### src/rtl/ioflt_pkg.sv
package ioflt_pkg;

    localparam int CNT_W  = 3;
    localparam int GRP_W  = 4;
    localparam int CODE_W = 2;

    typedef enum logic [CODE_W-1:0] {
        FT_SHORT = 2'd0,
        FT_MID   = 2'd1,
        FT_LONG  = 2'd2,
        FT_MAX   = 2'd3
    } ftsel_e;

    typedef struct packed {
        logic [CNT_W-1:0] cnt;
        logic             q;
    } flt_state_t;

    function automatic int unsigned pick_ratio(ftsel_e sel, int unsigned r0,
                                               int unsigned r1, int unsigned r2,
                                               int unsigned r3);
        case (sel)
            FT_SHORT: return r0;
            FT_MID:   return r1;
            FT_LONG:  return r2;
            default:  return r3;
        endcase
    endfunction

    function automatic int unsigned max4(int unsigned a, int unsigned b,
                                         int unsigned c, int unsigned d);
        int unsigned m;
        m = a;
        if (b > m) m = b;
        if (c > m) m = c;
        if (d > m) m = d;
        return m;
    endfunction

endpackage

### src/rtl/ioflt_divider.sv
module ioflt_divider
    import ioflt_pkg::*;
#(
    parameter int unsigned RATIO_0 = 2,
    parameter int unsigned RATIO_1 = 128,
    parameter int unsigned RATIO_2 = 512,
    parameter int unsigned RATIO_3 = 1024,
    parameter int          DIV_W   = 10
) (
    input  logic   clk,
    input  logic   rst,
    input  ftsel_e sel,
    output logic   tick
);

    logic [DIV_W-1:0] cnt_q;
    logic [DIV_W-1:0] lim;

    always_comb begin
        lim  = DIV_W'(pick_ratio(sel, RATIO_0, RATIO_1, RATIO_2, RATIO_3) - 1);
        tick = (cnt_q >= lim);
    end

    always_ff @(posedge clk) begin
        if (rst) begin
            cnt_q <= '0;
        end else if (tick) begin
            cnt_q <= '0;
        end else begin
            cnt_q <= cnt_q + 1'b1;
        end
    end

endmodule

### src/rtl/ioflt_patreg.sv
module ioflt_patreg #(
    parameter int W = 8
) (
    input  logic         clk,
    input  logic         rst,
    input  logic         we,
    input  logic [W-1:0] wdata,
    output logic [W-1:0] pat
);

    always_ff @(posedge clk) begin
        if (rst) begin
            pat <= '0;
        end else if (we) begin
            pat <= wdata;
        end
    end

endmodule

### src/rtl/ioflt_chan.sv
module ioflt_chan
    import ioflt_pkg::*;
#(
    parameter logic [CNT_W-1:0] RST_VAL = 3'd3
) (
    input  logic clk,
    input  logic rst,
    input  logic tick,
    input  logic dir,
    output logic q,
    output logic chg
);

    localparam logic [CNT_W-1:0] TOP = '1;
    localparam logic [CNT_W-1:0] BOT = '0;

    flt_state_t st;
    flt_state_t nxt;

    always_comb begin
        nxt = st;
        if (tick) begin
            if (dir && st.cnt != TOP) begin
                nxt.cnt = st.cnt + 1'b1;
            end else if (!dir && st.cnt != BOT) begin
                nxt.cnt = st.cnt - 1'b1;
            end
        end
        if (nxt.cnt == TOP) begin
            nxt.q = 1'b1;
        end else if (nxt.cnt == BOT) begin
            nxt.q = 1'b0;
        end
    end

    always_ff @(posedge clk) begin
        if (rst) begin
            st  <= '{cnt: RST_VAL, q: 1'b0};
            chg <= 1'b0;
        end else begin
            st  <= nxt;
            chg <= nxt.q ^ st.q;
        end
    end

    assign q = st.q;

endmodule

### src/rtl/ioflt_bank.sv
module ioflt_bank
    import ioflt_pkg::*;
#(
    parameter int                NCH     = 8,
    parameter int unsigned       RATIO_0 = 2,
    parameter int unsigned       RATIO_1 = 128,
    parameter int unsigned       RATIO_2 = 512,
    parameter int unsigned       RATIO_3 = 1024,
    parameter logic [CNT_W-1:0]  RST_CNT = 3'd3
) (
    input  logic                     clk,
    input  logic                     rst,
    input  logic [NCH-1:0]           lvl_in,
    input  logic                     pat_we,
    input  logic [NCH-1:0]           pat_wdata,
    input  logic [CODE_W*NCH/GRP_W-1:0] ft_code,
    input  logic [NCH/GRP_W-1:0]     test_en,
    output logic [NCH-1:0]           flt_q,
    output logic [NCH-1:0]           flt_chg
);

    localparam int          NGRP  = NCH / GRP_W;
    localparam int unsigned R_MAX = max4(RATIO_0, RATIO_1, RATIO_2, RATIO_3);
    localparam int          DIV_W = (R_MAX > 2) ? $clog2(R_MAX) : 1;

    logic [NCH-1:0]  pat_q;
    logic [NGRP-1:0] grp_tick;
    logic [NCH-1:0]  dir;

    ioflt_patreg #(.W(NCH)) u_pat (
        .clk   (clk),
        .rst   (rst),
        .we    (pat_we),
        .wdata (pat_wdata),
        .pat   (pat_q)
    );

    for (genvar g = 0; g < NGRP; g++) begin : g_grp
        ioflt_divider #(
            .RATIO_0 (RATIO_0),
            .RATIO_1 (RATIO_1),
            .RATIO_2 (RATIO_2),
            .RATIO_3 (RATIO_3),
            .DIV_W   (DIV_W)
        ) u_div (
            .clk  (clk),
            .rst  (rst),
            .sel  (ftsel_e'(ft_code[CODE_W*g +: CODE_W])),
            .tick (grp_tick[g])
        );

        always_comb begin
            if (test_en[g]) begin
                dir[GRP_W*g +: GRP_W] = pat_q[GRP_W*g +: GRP_W];
            end else begin
                dir[GRP_W*g +: GRP_W] = lvl_in[GRP_W*g +: GRP_W]
                                      | pat_q[GRP_W*g +: GRP_W];
            end
        end

        for (genvar c = 0; c < GRP_W; c++) begin : g_ch
            ioflt_chan #(.RST_VAL(RST_CNT)) u_ch (
                .clk  (clk),
                .rst  (rst),
                .tick (grp_tick[g]),
                .dir  (dir[GRP_W*g + c]),
                .q    (flt_q[GRP_W*g + c]),
                .chg  (flt_chg[GRP_W*g + c])
            );
        end
    end

endmodule

### config.mk
export PLATFORM = sky130hd
export DESIGN_NAME = ioflt_bank
export DESIGN_NICKNAME = d
export VERILOG_FILES = /design/src/rtl/ioflt_pkg.sv /design/src/rtl/ioflt_divider.sv /design/src/rtl/ioflt_patreg.sv /design/src/rtl/ioflt_chan.sv /design/src/rtl/ioflt_bank.sv
export SDC_FILE = /design/constraint.sdc
export NUM_CORES = 1
export LEC_CHECK = 0
export BUFFER_PORTS_ARGS = -buffer_cell sky130_fd_sc_hd__buf_2
export CAP_MARGIN = 20
export CORE_AREA = 2 2 109 111
export CTS_BUF_LIST = sky130_fd_sc_hd__clkbuf_8
export CTS_CLUSTER_SIZE = 30
export DETAILED_ROUTE_END_ITERATION = 7
export DIE_AREA = 0 0 111 113
export PLACE_DENSITY = 0.54
export SYNTH_ARGS = -nofsm -noshare
export SYNTH_HDL_FRONTEND = slang
export SYNTH_SLANG_ARGS = --single-unit
### constraint.sdc
create_clock -name clk -period 4.5 [get_ports clk]
set_input_delay 1.125 -clock clk [delete_from_list [all_inputs] [get_ports clk]]
set_output_delay 1.125 -clock clk [all_outputs]
set_load 0.005 [all_outputs]
== Word level (Yosys, flattened, before mapping) ==
Cells that the tools add are included.

* $add $sub $neg: 20
* Order comparisons: 2
* Eq/ne operators: 20
* Mux-type cells: 44
* Bitwise operators: 10
* Reductions and logical operators: 44

{| class="wikitable"
|+ Operators with widths
! operator !! count
|-
| 3-bit 2-to-1 mux || 24
|-
| 10-bit one-hot mux with 3 select lines || 2
|-
| 3-bit by 1-bit adder with 3-bit output (second input constant) || 8
|-
| 3-bit equality test (second input constant) || 8
|-
| 3-bit logical NOT || 8
|-
| 3-bit != test (second input constant) || 8
|-
| 3-bit nonzero test || 8
|-
| 3-bit by 1-bit subtractor with 3-bit output (second input constant) || 8
|-
| 10-bit by 1-bit adder with 10-bit output (second input constant) || 2
|-
| 10-bit greater-or-equal comparator || 2
|-
| 10-bit by 1-bit subtractor with 10-bit output (second input constant) || 2
|-
| 1-bit logical AND || 16
|-
| 1-bit 2-to-1 mux || 16
|-
| 1-bit logical NOT || 8
|-
| 4-bit 2-to-1 mux || 2
|-
| 4-bit OR || 2
|-
| 1-bit XOR || 8
|-
| 2-bit by 1-bit equality test with 1-bit output (second input constant) || 2
|-
| 2-bit equality test (second input constant) || 2
|-
| 2-bit logical NOT || 2
|-
| 2-bit OR reduction || 2
|}

* Register bits after elaboration: 68
* Input port bits: 25
* Output and inout port bits: 16
* Logic and storage cells: 167

== Longest topological paths before layout ==
Gate-level depths: netlist of run 1.

* Depth after elaboration: 11
* Mapped depth: 10
* Gate-level depth less buffers: 9

== Modules after synthesis ==
A second synthesis of run 1 with hierarchy kept.

* Cell total of the unflattened synthesis: 600
* Area, all modules: 5104.9 µm²

{| class="wikitable"
|+ Modules (own cells, without submodules)
! module !! instances !! cells an instance !! area an instance (µm²) !! seq. area each (µm²)
|-
| ioflt_chan || 8 || 52 || 414.1 || 100.1
|-
| ioflt_divider || 2 || 74 || 719.4 || 200.2
|-
| ioflt_patreg || 1 || 26 || 285.3 || 160.2
|-
| ioflt_bank || 1 || 10 || 67.6 || 0.0
|}

== Worst setup path after synthesis of run 1 ==
No wires, ideal clock.

* Path type: input to register
* From: in ft_code[3]
* To: reg g_grp[1].g_ch[0].u_ch.chg
* Setup time: 71 ps
* Data arrival time: 3150 ps
* Required time: 4429 ps
* Path slack: 1279 ps
* Cell stages on the path: 9
* Buffers on the path: 0
* Cell sequence: nor2_2 ha_1 a21o_1 o2111a_1 o21ai_4 a21oi_2 o32a_1 or4b_1 a21oi_1

* Longest elaborated chain between the ends: 9
* Elaborated cells on any way between the ends: 12
* Those cells by class: add/sub: 1; order compare: 1; eq/ne: 3; mux: 4; bitwise: 1; reduce/logical: 2

{| class="wikitable"
|+ RTL lines
! item !! RTL line !! source
|-
| from (decl) || ioflt_bank.sv:16 || <nowiki>input logic [CODE_W*NCH/GRP_W-1:0] ft_code,</nowiki>
|-
| 2-bit equality test, or another cell as far along || ioflt_pkg.sv:22 || <nowiki>case (sel)</nowiki>
|-
| 10-bit one-hot mux with 3 select lines (*) || ioflt_pkg.sv:22 ||
|-
| 10-bit by 1-bit subtractor with 10-bit output (*) || ioflt_divider.sv:20 || <nowiki>lim = DIV_W'(pick_ratio(sel, RATIO_0, RATIO_1, RATIO_2, RATIO_3) - 1);</nowiki>
|-
| 10-bit greater-or-equal comparator (*) || ioflt_divider.sv:21 || <nowiki>tick = (cnt_q >= lim);</nowiki>
|-
| 3-bit 2-to-1 mux (*) || ioflt_chan.sv:22 || <nowiki>if (tick) begin</nowiki>
|-
| 3-bit logical NOT || ioflt_chan.sv:31 || <nowiki>end else if (nxt.cnt == BOT) begin</nowiki>
|-
| 1-bit 2-to-1 mux || ioflt_chan.sv:31 ||
|-
| 1-bit 2-to-1 mux (*) || ioflt_chan.sv:29 || <nowiki>if (nxt.cnt == TOP) begin</nowiki>
|-
| 1-bit XOR (*) || ioflt_chan.sv:42 || <nowiki>chg <= nxt.q ^ st.q;</nowiki>
|-
| to (signal assigned) || ioflt_chan.sv:42 ||
|-
| to (decl) || ioflt_chan.sv:11 || <nowiki>output logic chg</nowiki>
|}

Every way passes the cells marked *; elsewhere a longest branch is shown, timed or not.
A chain may end at the register's enable or synchronous reset.

== Worst setup path in the final report of run 1 ==
Same ends and word-level chain as after synthesis.

==> results of run 1 <==
cells in the mapped netlist (6+ instances only):
library cell  number  area share, %
nor2_1            68            5.7
nand3_1           14            1.6
and2_1            13            1.8
a31oi_1           13            1.8
nor2b_1            9            1.3
a21oi_1           35            3.9
o21ai_0            6           0.67
nor3b_1            6            1.0
inv_1             37            3.1
xor2_1             8            1.6
nor3_1            20            2.2
dfxtp_1           68             30
ha_1              50             14
buf_4             16            2.7
clkbuf_1           8           0.67
mux2i_1           10            2.2
xnor2_1           16            3.1
o211a_1            6            1.3
nand2_1           35            2.9
nand2b_1          13            1.8
metrics by stage:
| stage | hold slack (ps) | utilization [%] | setup WS (ps) | total power [mW] |
|---|---|---|---|---|
| after detailed placement | 469.2 | 41.87 | 828.9 | 0.7856 |
| after global routing | 532.8 | 43.67 | 957.6 | 1.366 |
| final | 479.0 | 43.67 | 1151 | 1.293 |
| after global placement | 460.8 | 41.87 | 932.0 | 0.7818 |
| after CTS | 485.0 | 43.67 | 1189 | 1.314 |
| after floorplan | 437.6 | - | 1279 | 0.7494 |
metal layers:
metal,GRT usage [%],vias to the layer above
li1,-,1971
met4,7.083,0
met1,21.39,1810
met3,3.321,10
met2,28.06,50
met5,0,-
power breakdown:
| group | switching [mW] | internal [mW] |
|---|---|---|
| clock network | 0.240 | 0.282 |
| registers | 0.0208 | 0.621 |
| logic | 0.0740 | 0.0553 |
kinds of logic after synthesis:
| kind of cell | Yosys count | share of synthesized area [%] |
|---|---|---|
| adder cells (fa/ha/maj) | 51 | 14.20 |
| buffers and inverters | 64 | 6.750 |
| multiplexers | 10 | 2.232 |
| flip-flops | 68 | 30.35 |
| XOR/XNOR | 24 | 4.686 |
| AO/OA/AOI/OAI | 120 | 19.19 |
| AND/OR/NAND/NOR | 204 | 22.59 |
state kept, by name, summed over array words and instances, names as in the netlist:
signal / count
g_grp.g_ch.u_ch.chg: 8
g_grp.g_ch.u_ch.q: 8
g_grp.g_ch.u_ch.st: 24
g_grp.u_div.cnt_q: 20
u_pat.pat: 8
layout make-up:
| type | count | area, um^2 |
|---|---|---|
| repair buffers | 42 | 215.2 |
| multi-input cells | 409 | 2821 |
| fillers | 1116 | 6350 |
| clock buffers | 11 | 151.4 |
| clock inverters | 5 | 51.30 |
| well taps | 143 | 178.9 |
| inverters | 38 | 142.6 |
| flip-flops and latches | 68 | 1361 |
worst max path at each step:
stage	from	endpoint	slack, ps	cells after the start
2_1_floorplan	ft_code[3]	g_grp[1].g_ch[0].u_ch.chg	1280	9
3_3_place_gp	ft_code[3]	g_grp[1].g_ch[0].u_ch.chg	930	10
3_5_place_dp	ft_code[3]	g_grp[1].g_ch[0].u_ch.chg	830	10
4_1_cts	ft_code[3]	g_grp[1].g_ch[0].u_ch.chg	1190	10
5_1_grt	ft_code[3]	g_grp[1].g_ch[0].u_ch.chg	960	10
6_report	ft_code[3]	g_grp[1].g_ch[0].u_ch.chg	1150	10
worst max-delay path, delay by kind of cell:
family,cells,cell delay (ps)
AOI/OAI and AO/OA,5,1120
adders and majority gates,1,300
buffers and inverters,1,130
and+or+nand+nor,3,940
==> qor.yml, run 1 <==
status:
  status: "completed"
timing:
  relSlewSlack_pct: 61.67
  fmax_mhz: 298.6
  setup_viol: 0
  drv_slew: 0
  tns_ps: 0
  worst_pin_slew_ps: 575.0
  rsz0062_at_grt: "false"
  min_period_ps: 3349
  clock_skew_ps: 13.41
  final-hold-violation-count: 0
  period_share_pct: 74.43
critical_path:
  rr_worst_depth: 8
  critPathArrivalTime_ps: 3620
  worst_setup_path_end_kind: "register"
  timing.critical_path.cells: "buf_2, nor2_2, ha_1, a21o_1, o2111a_1, o21ai_4, nand2_1, o211ai_2, or4b_1, a21oi_1"
  r2r-end: "g_grp[1].g_ch[0].u_ch.chg"
  critPathMaxStageDelay_ps: 460
  cp.required_ps: 4770
  crit_fanout: 9
  rrSetupSlack_ps: 1860
  worst_setup_path_start_kind: "input port"
  cp_slowest_cell: "or4b_1"
  crit_type: "input port to register"
  r2r-start: "g_grp[1].u_div.cnt_q[1]"
route:
  totalWireLength_mm: 9.841
  wl_met2_mm: 4.531
  dr_total_vias: 3841
  wl_met3_um: 259
  drc: 0
  vias_per_cell: 5.365
  wl_per_cell_um: 13.74
  wl_met1_mm: 4.903
  postRouteAntennaNets: 0
  dr.pass1.iters: 4
  initialDrtViolationCount: 151
  highest_layer: "met4"
layout:
  layout_common_cells: "nor2_1 (68), dfxtp_1 (68), ha_1 (50)"
  final_cells: 716
  finish.instance_area_um2: 4922
  syn_to_final_growth_pct: 9.735
  drive_gt1_share_pct: 11.69
  antenna_cells: 0
  layout.nets: 643
power_and_ir_drop:
  ir_worst_vdd_mv: 0.1352
  power_density_nw_per_um2: 262.7
  p_leak_nw: 2.221
floorplan:
  core_um2: 11270
  io_pins: 41
  die_w_um: 111
  initial_core_util_pct: 39.79
  num_rows: 39
  chipHeight_um: 113
  die_area_um2: 12540
placed_design:
  dp_cells: 700
  io_buffers: 40
  dp_hpwl_mm: 7.288
  placed_area_um2: 4720
  place.gp.congestion: 0.8359
cts:
  post-cts-setup-buffers: 0
  cts_resized: 0
  clock_latency_ps: 360
  path_clk_slew_ps: 70
  clock-sinks: 68
  clock_path_buffers: 2
  holdBufCountCts: 0
  cts_root_buf: "clkbuf_8"
  cts-htree-levels: 3
  cts_buffers: 9
  cts_tree: "yes"
yosys:
  synth_cell_type_count: 62
  seq_area_frac_synth_pct: 30.35
  synthArstFlopShare_pct: 0
  synth_edf_count: 0
  syn_avg_cell_area_um2: 8.291
  syn_area_um2: 4486
  ys_ff_latch: 68
  yosysWarnings: 0
  synth_ff_type: "dfxtp_1"
  netlist_instances: 541
  synth_fp_nets: 616
global_route:
  antenna_found_initial: 0
  grt_max_degree: 27
  groute.usage.overall_pct: 16.83
  grt_pass1_wl_mm: 17.19
  grt_pass1_vias: 3700
  grt_overflow_total: 0
min_path:
  whs_endpoint: "g_grp[0].u_div.cnt_q[0]"
  hp-class: "register to register"
  hold_depth: 1
  hold_start: "g_grp[0].u_div.cnt_q[0]"
run:
  drv_cap: 0
Power figures use the tool's default switching activity.
==> inputs of run 2 (changes only) <==
- clock period: 4.5 -> 3.1 ns (I/O delays scaled with it)
==> run 2 against run 1 <==
  * Final cell count grew 2.2%
  * Critical path depth did not move
  * First-iteration DRC count decreased by 21%
  * Die area is the same
  * Core utilization increased by 0.83 points
  * Power rose by 37%
==> qor.yml, run 2 (synthesis gave the netlist of run 1 again) <==
status:
  status: "completed"
cts:
  path_clk_slew_ps: 70
  holdBufCountCts: 0
  cts_buffers: 9
  cts_tree: "yes"
  cts-htree-levels: 3
  clock_latency_ps: 360
  clock-sinks: 68
  clock_path_buffers: 2
  post-cts-setup-buffers: 0
  cts_resized: 0
  cts_root_buf: "clkbuf_8"
route:
  totalWireLength_mm: 9.673
  drc: 0
  dr.pass1.iters: 4
  dr_total_vias: 3874
  postRouteAntennaNets: 0
  vias_per_cell: 5.292
  wl_per_cell_um: 13.21
  initialDrtViolationCount: 120
global_route:
  grt_pass1_wl_mm: 16.80
  grt_max_degree: 27
  grt_overflow_total: 0
  grt_pass1_vias: 3754
  antenna_found_initial: 0
  groute.usage.overall_pct: 16.46
layout:
  antenna_cells: 0
  drive_gt1_share_pct: 13.92
  nFillCells: 1132
  layout.nets: 660
  syn_to_final_growth_pct: 11.83
  reg.largest.list: "g_grp.g_ch.u_ch.st: 24 flops, g_grp.u_div.cnt_q: 20 flops"
  top_register: "g_grp.g_ch.u_ch.st"
  layout_common_cells: "nor2_1 (68), dfxtp_1 (68), ha_1 (50)"
  utilization_pct: 44.50
  finish.instance_area_um2: 5016
  largest_reg_flops: 24
placed_design:
  placed_area_um2: 4847
  dp_hpwl_mm: 7.449
  place.gp.congestion: 0.8147
  io_buffers: 40
floorplan:
  chipHeight_um: 113
  core_um2: 11270
  io_pins: 41
  die_area_um2: 12540
  num_rows: 39
  initial_core_util_pct: 39.79
  die_w_um: 111
critical_path:
  crit_fanout: 7
  r2r-end: "g_grp[0].g_ch[2].u_ch.chg"
  worst_setup_path_end_kind: "register"
  rr_worst_depth: 8
  cp_slowest_cell: "or4b_1"
  timing.critical_path.cells: "buf_2, nor2_2, ha_1, a21o_1, o2111a_1, o21ai_4, a21oi_2, o32a_1, or4b_1, a21oi_1"
  cp_num_buf_inv: 1
  r2r-start: "g_grp[0].u_div.cnt_q[7]"
  rrSetupSlack_ps: 660
  cp.required_ps: 3380
  crit_type: "input port to register"
  critPathMaxStageDelay_ps: 460
  critPathArrivalTime_ps: 2960
  crit_family: "compound AO/OA/AOI/OAI gates"
  worst_setup_path_start_kind: "input port"
timing:
  final-hold-violation-count: 0
  period_share_pct: 86.41
  fmax_mhz: 373.3
  min_period_ps: 2679
  rsz0062_at_grt: "false"
  clock_skew_ps: 8.381
  drv_slew: 0
  tns_ps: 0
  setup_viol: 0
  worst_pin_slew_ps: 576.3
  relSlewSlack_pct: 61.58
min_path:
  whs_endpoint: "u_pat.pat[0]"
  hp-class: "register to register"
  hold_start: "u_pat.pat[0]"
  hold_depth: 2
power_and_ir_drop:
  ir_worst_vdd_mv: 0.2248
  power_density_nw_per_um2: 353.5
  p_leak_nw: 2.293
run:
  drv_cap: 0
## run 2: cell count changes in the layout (fill, tap and decap cells not counted), sizes merged
cell	change
clkinvlp	-1
buf	+17
inv	+1
bufinv	-1
## run 2: layout make-up
type                    count  area, um^2  share of cell area (%)
clock buffers              11       151.4                   3.018
clock inverters             4       17.52                  0.3492
inverters                  38       142.6                   2.844
multi-input cells         409        2821                   56.25
flip-flops and latches     68        1361                   27.14
well taps                 143       178.9                   3.567
repair buffers             59       342.8                   6.835
## run 2: routing by layer
metal / track usage [%] / vias up / routed length, um / share of wire [%]
li1: - / 2000 / - / -
met3: 3.214 / 23 / 331 / 3.4
met2: 27.03 / 53 / 4369 / 45
met4: 9.000 / 0 / 292 / 3.0
met1: 20.45 / 1798 / 4681 / 48
met5: 0 / - / 0 / 0
## run 2: how the worst max path moves through the flow
stage	start	to	depth (start not counted)
after global placement	ft_code[3]	g_grp[1].g_ch[2].u_ch.chg	10
after detailed placement	ft_code[3]	g_grp[1].g_ch[0].u_ch.chg	10
after floorplan	ft_code[3]	g_grp[1].g_ch[0].u_ch.chg	9
after global routing	ft_code[3]	g_grp[1].g_ch[2].u_ch.q	11
final	ft_code[3]	g_grp[1].g_ch[0].u_ch.chg	10
after CTS	ft_code[3]	g_grp[1].g_ch[0].u_ch.chg	10
## run 2: tightest hold or removal path, stage by stage (launching register included)
cell and delay [ps]:
dfxtp_1 330, mux2i_1 60, nor2_1 70
## run 2: power by group
part | internal [mW] | leakage [nW] | switching (mW) | total [mW]
logic | 0.0829 | 1.64 | 0.107 | 0.190
clock network | 0.321 | 0.0976 | 0.331 | 0.652
registers | 0.901 | 0.552 | 0.0296 | 0.931
total | 1.31 | 2.29 | 0.468 | 1.77
## run 2: per-stage QoR
stage	total power [mW]	hold slack (ps)	instances	setup slack, ps
floorplan	1.088	437.6	541	229.2
global placement	1.138	460.9	717	39.85
detailed placement	1.144	468.8	717	47.86
CTS	1.804	501.2	732	411.3
global route	1.860	537.1	732	216.3
finish	1.773	492.1	732	421.2
==> inputs of run 3 (changes only) <==
- CORE_AREA: 2 2 109 111 -> 2 2 122 100
- DIE_AREA: 0 0 111 113 -> 0 0 124 102
==> run 3 against run 2 <==
  * Clock-buffer cell count rose by 1
  * Global-route usage rose by 0.66 points
  * Design area rose by 1.2%
  * Hold slack got worse by 7.7 ps
  * Critical path type unchanged
  * Via count fell by 0.59%
  * Final cell count rose by 1.4%
  * Die area rose by 0.84%
  * Sequential share of layout area fell by 0.31 points
  * Clock power rose by 4.9%
  * Critical path depth did not move
  * Clock skew rose by 3.7 ps
==> qor.yml, run 3 (synthesis gave the netlist of run 1 again) <==
status:
  status: "completed"
timing:
  min_period_ps: 2687
  final-hold-violation-count: 0
  worst_pin_slew_ps: 440.2
  worst_slack_ps: 412.7
  clock_skew_ps: 12.05
  period_share_pct: 86.69
  relSlewSlack_pct: 70.40
  fmax_mhz: 372.1
  rsz0062_at_grt: "false"
  tns_ps: 0
  setup_viol: 0
  drv_slew: 0
route:
  drc: 0
  dr_total_vias: 3851
  postRouteAntennaNets: 0
  vias_per_cell: 5.190
  dr.pass1.iters: 4
  wl_per_cell_um: 13.47
  totalWireLength_mm: 9.997
  initialDrtViolationCount: 207
floorplan:
  io_pins: 41
  core_um2: 11390
  num_rows: 35
  die_area_um2: 12650
  die_w_um: 124
  initial_core_util_pct: 39.40
  chipHeight_um: 102
cts:
  path_clk_slew_ps: 70
  clock-sinks: 68
  clock_latency_ps: 350
  post-cts-setup-buffers: 0
  cts_root_buf: "clkbuf_8"
  clock_path_buffers: 2
  cts_tree: "yes"
  cts-htree-levels: 3
  cts_resized: 0
  cts_buffers: 9
  holdBufCountCts: 0
placed_design:
  dp_hpwl_mm: 7.611
  place.gp.congestion: 0.8512
  pre_cts_slack_ps: 35.95
  dp_cells: 728
  placed_area_um2: 4898
  io_buffers: 40
critical_path:
  crit_fanout: 6
  cp.required_ps: 3340
  rrSetupSlack_ps: 670
  critPathArrivalTime_ps: 2930
  startpoint: "ft_code[3]"
  worst_setup_path_end_kind: "register"
  rr_worst_depth: 8
  r2r-start: "g_grp[1].u_div.cnt_q[1]"
  critical_path.endpoint: "g_grp[1].g_ch[1].u_ch.chg"
  crit_type: "input port to register"
  r2r-end: "g_grp[1].g_ch[1].u_ch.chg"
  worst_setup_path_start_kind: "input port"
power_and_ir_drop:
  internal_power_mw: 1.330
  power_density_nw_per_um2: 356.2
  ir_worst_vdd_mv: 0.1542
  power.share.sequential_pct: 51.4
  clock_power_share_pct: 37.9
  p_sw_mw: 0.4777
  swShare_pct: 26.43
  p_leak_nw: 2.313
  p_comb_share_pct: 10.7
  total_power_mw: 1.807
layout:
  top_register: "g_grp.g_ch.u_ch.st"
  reg.largest.list: "g_grp.g_ch.u_ch.st: 24 flops, g_grp.u_div.cnt_q: 20 flops"
  drive_gt1_share_pct: 14.81
  layout.nets: 666
  layout_common_cells: "nor2_1 (68), dfxtp_1 (68), ha_1 (50)"
  syn_to_final_growth_pct: 13.14
  finish.instance_area_um2: 5075
  antenna_cells: 0
  largest_reg_flops: 24
  final_cells: 742
global_route:
  groute.usage.overall_pct: 17.12
  grt_overflow_total: 0
  antenna_found_initial: 0
  grt_pass1_vias: 3785
  grt_max_degree: 26
  grt_pass1_wl_mm: 17.04
min_path:
  hp-class: "register to register"
run:
  drv_cap: 0
==> run 3: worst max-delay path, cell delays in order <==
cell      delay, ps
buf_2           130
nor2_2          190
ha_1            270
a21o_1          180
o2111a_1        170
o21ai_4         250
buf_4           170
a21oi_1          60
o32a_1          350
o41ai_1         380
==> run 3: worst min path at each step <==
stage	from	to	slack (ps)	cells past startpoint
6_report	g_grp[0].u_div.cnt_q[0]	g_grp[0].u_div.cnt_q[0]	480	1
5_1_grt	g_grp[0].u_div.cnt_q[0]	g_grp[0].u_div.cnt_q[0]	510	1
4_1_cts	g_grp[0].u_div.cnt_q[0]	g_grp[0].u_div.cnt_q[0]	480	1
3_5_place_dp	g_grp[0].u_div.cnt_q[0]	g_grp[0].u_div.cnt_q[0]	470	1
3_3_place_gp	g_grp[0].u_div.cnt_q[0]	g_grp[0].u_div.cnt_q[0]	460	1
2_1_floorplan	g_grp[0].u_div.cnt_q[0]	g_grp[0].u_div.cnt_q[0]	440	1
==> run 3: power groups by stage <==
| stage | sequential (mW) | combinational, mW | clock, mW |
|---|---|---|---|
| finish | 0.930 | 0.194 | 0.684 |
| global route | 0.935 | 0.220 | 0.752 |
| CTS | 0.929 | 0.196 | 0.712 |
| floorplan | 0.942 | 0.146 | 0 |
| global placement | 0.948 | 0.192 | 0 |
| detailed placement | 0.950 | 0.195 | 0 |
==> run 3: layout make-up <==
type	instances	area [um^2]
clock inverters	2	11.26
fillers	1134	6311
multi-input cells	409	2821
inverters	38	142.6
clock buffers	12	165.2
well taps	148	185.2
repair buffers	65	387.9
flip-flops and latches	68	1361
==> run 3: per-layer routing <==
metal,vias to the layer above,track usage [%],wire (um)
li1,2016,-,-
met3,17,4.520,378
met1,1762,22.47,5025
met4,0,5.013,140
met2,56,27.81,4452
met5,-,0,0
==> run 3: metrics by stage <==
step	hold WS, ps	utilization (%)
floorplan	437.6	-
global placement	459.1	43.02
detailed placement	466.2	43.02
CTS	483.9	44.57
global route	508.5	44.57
finish	484.4	44.57
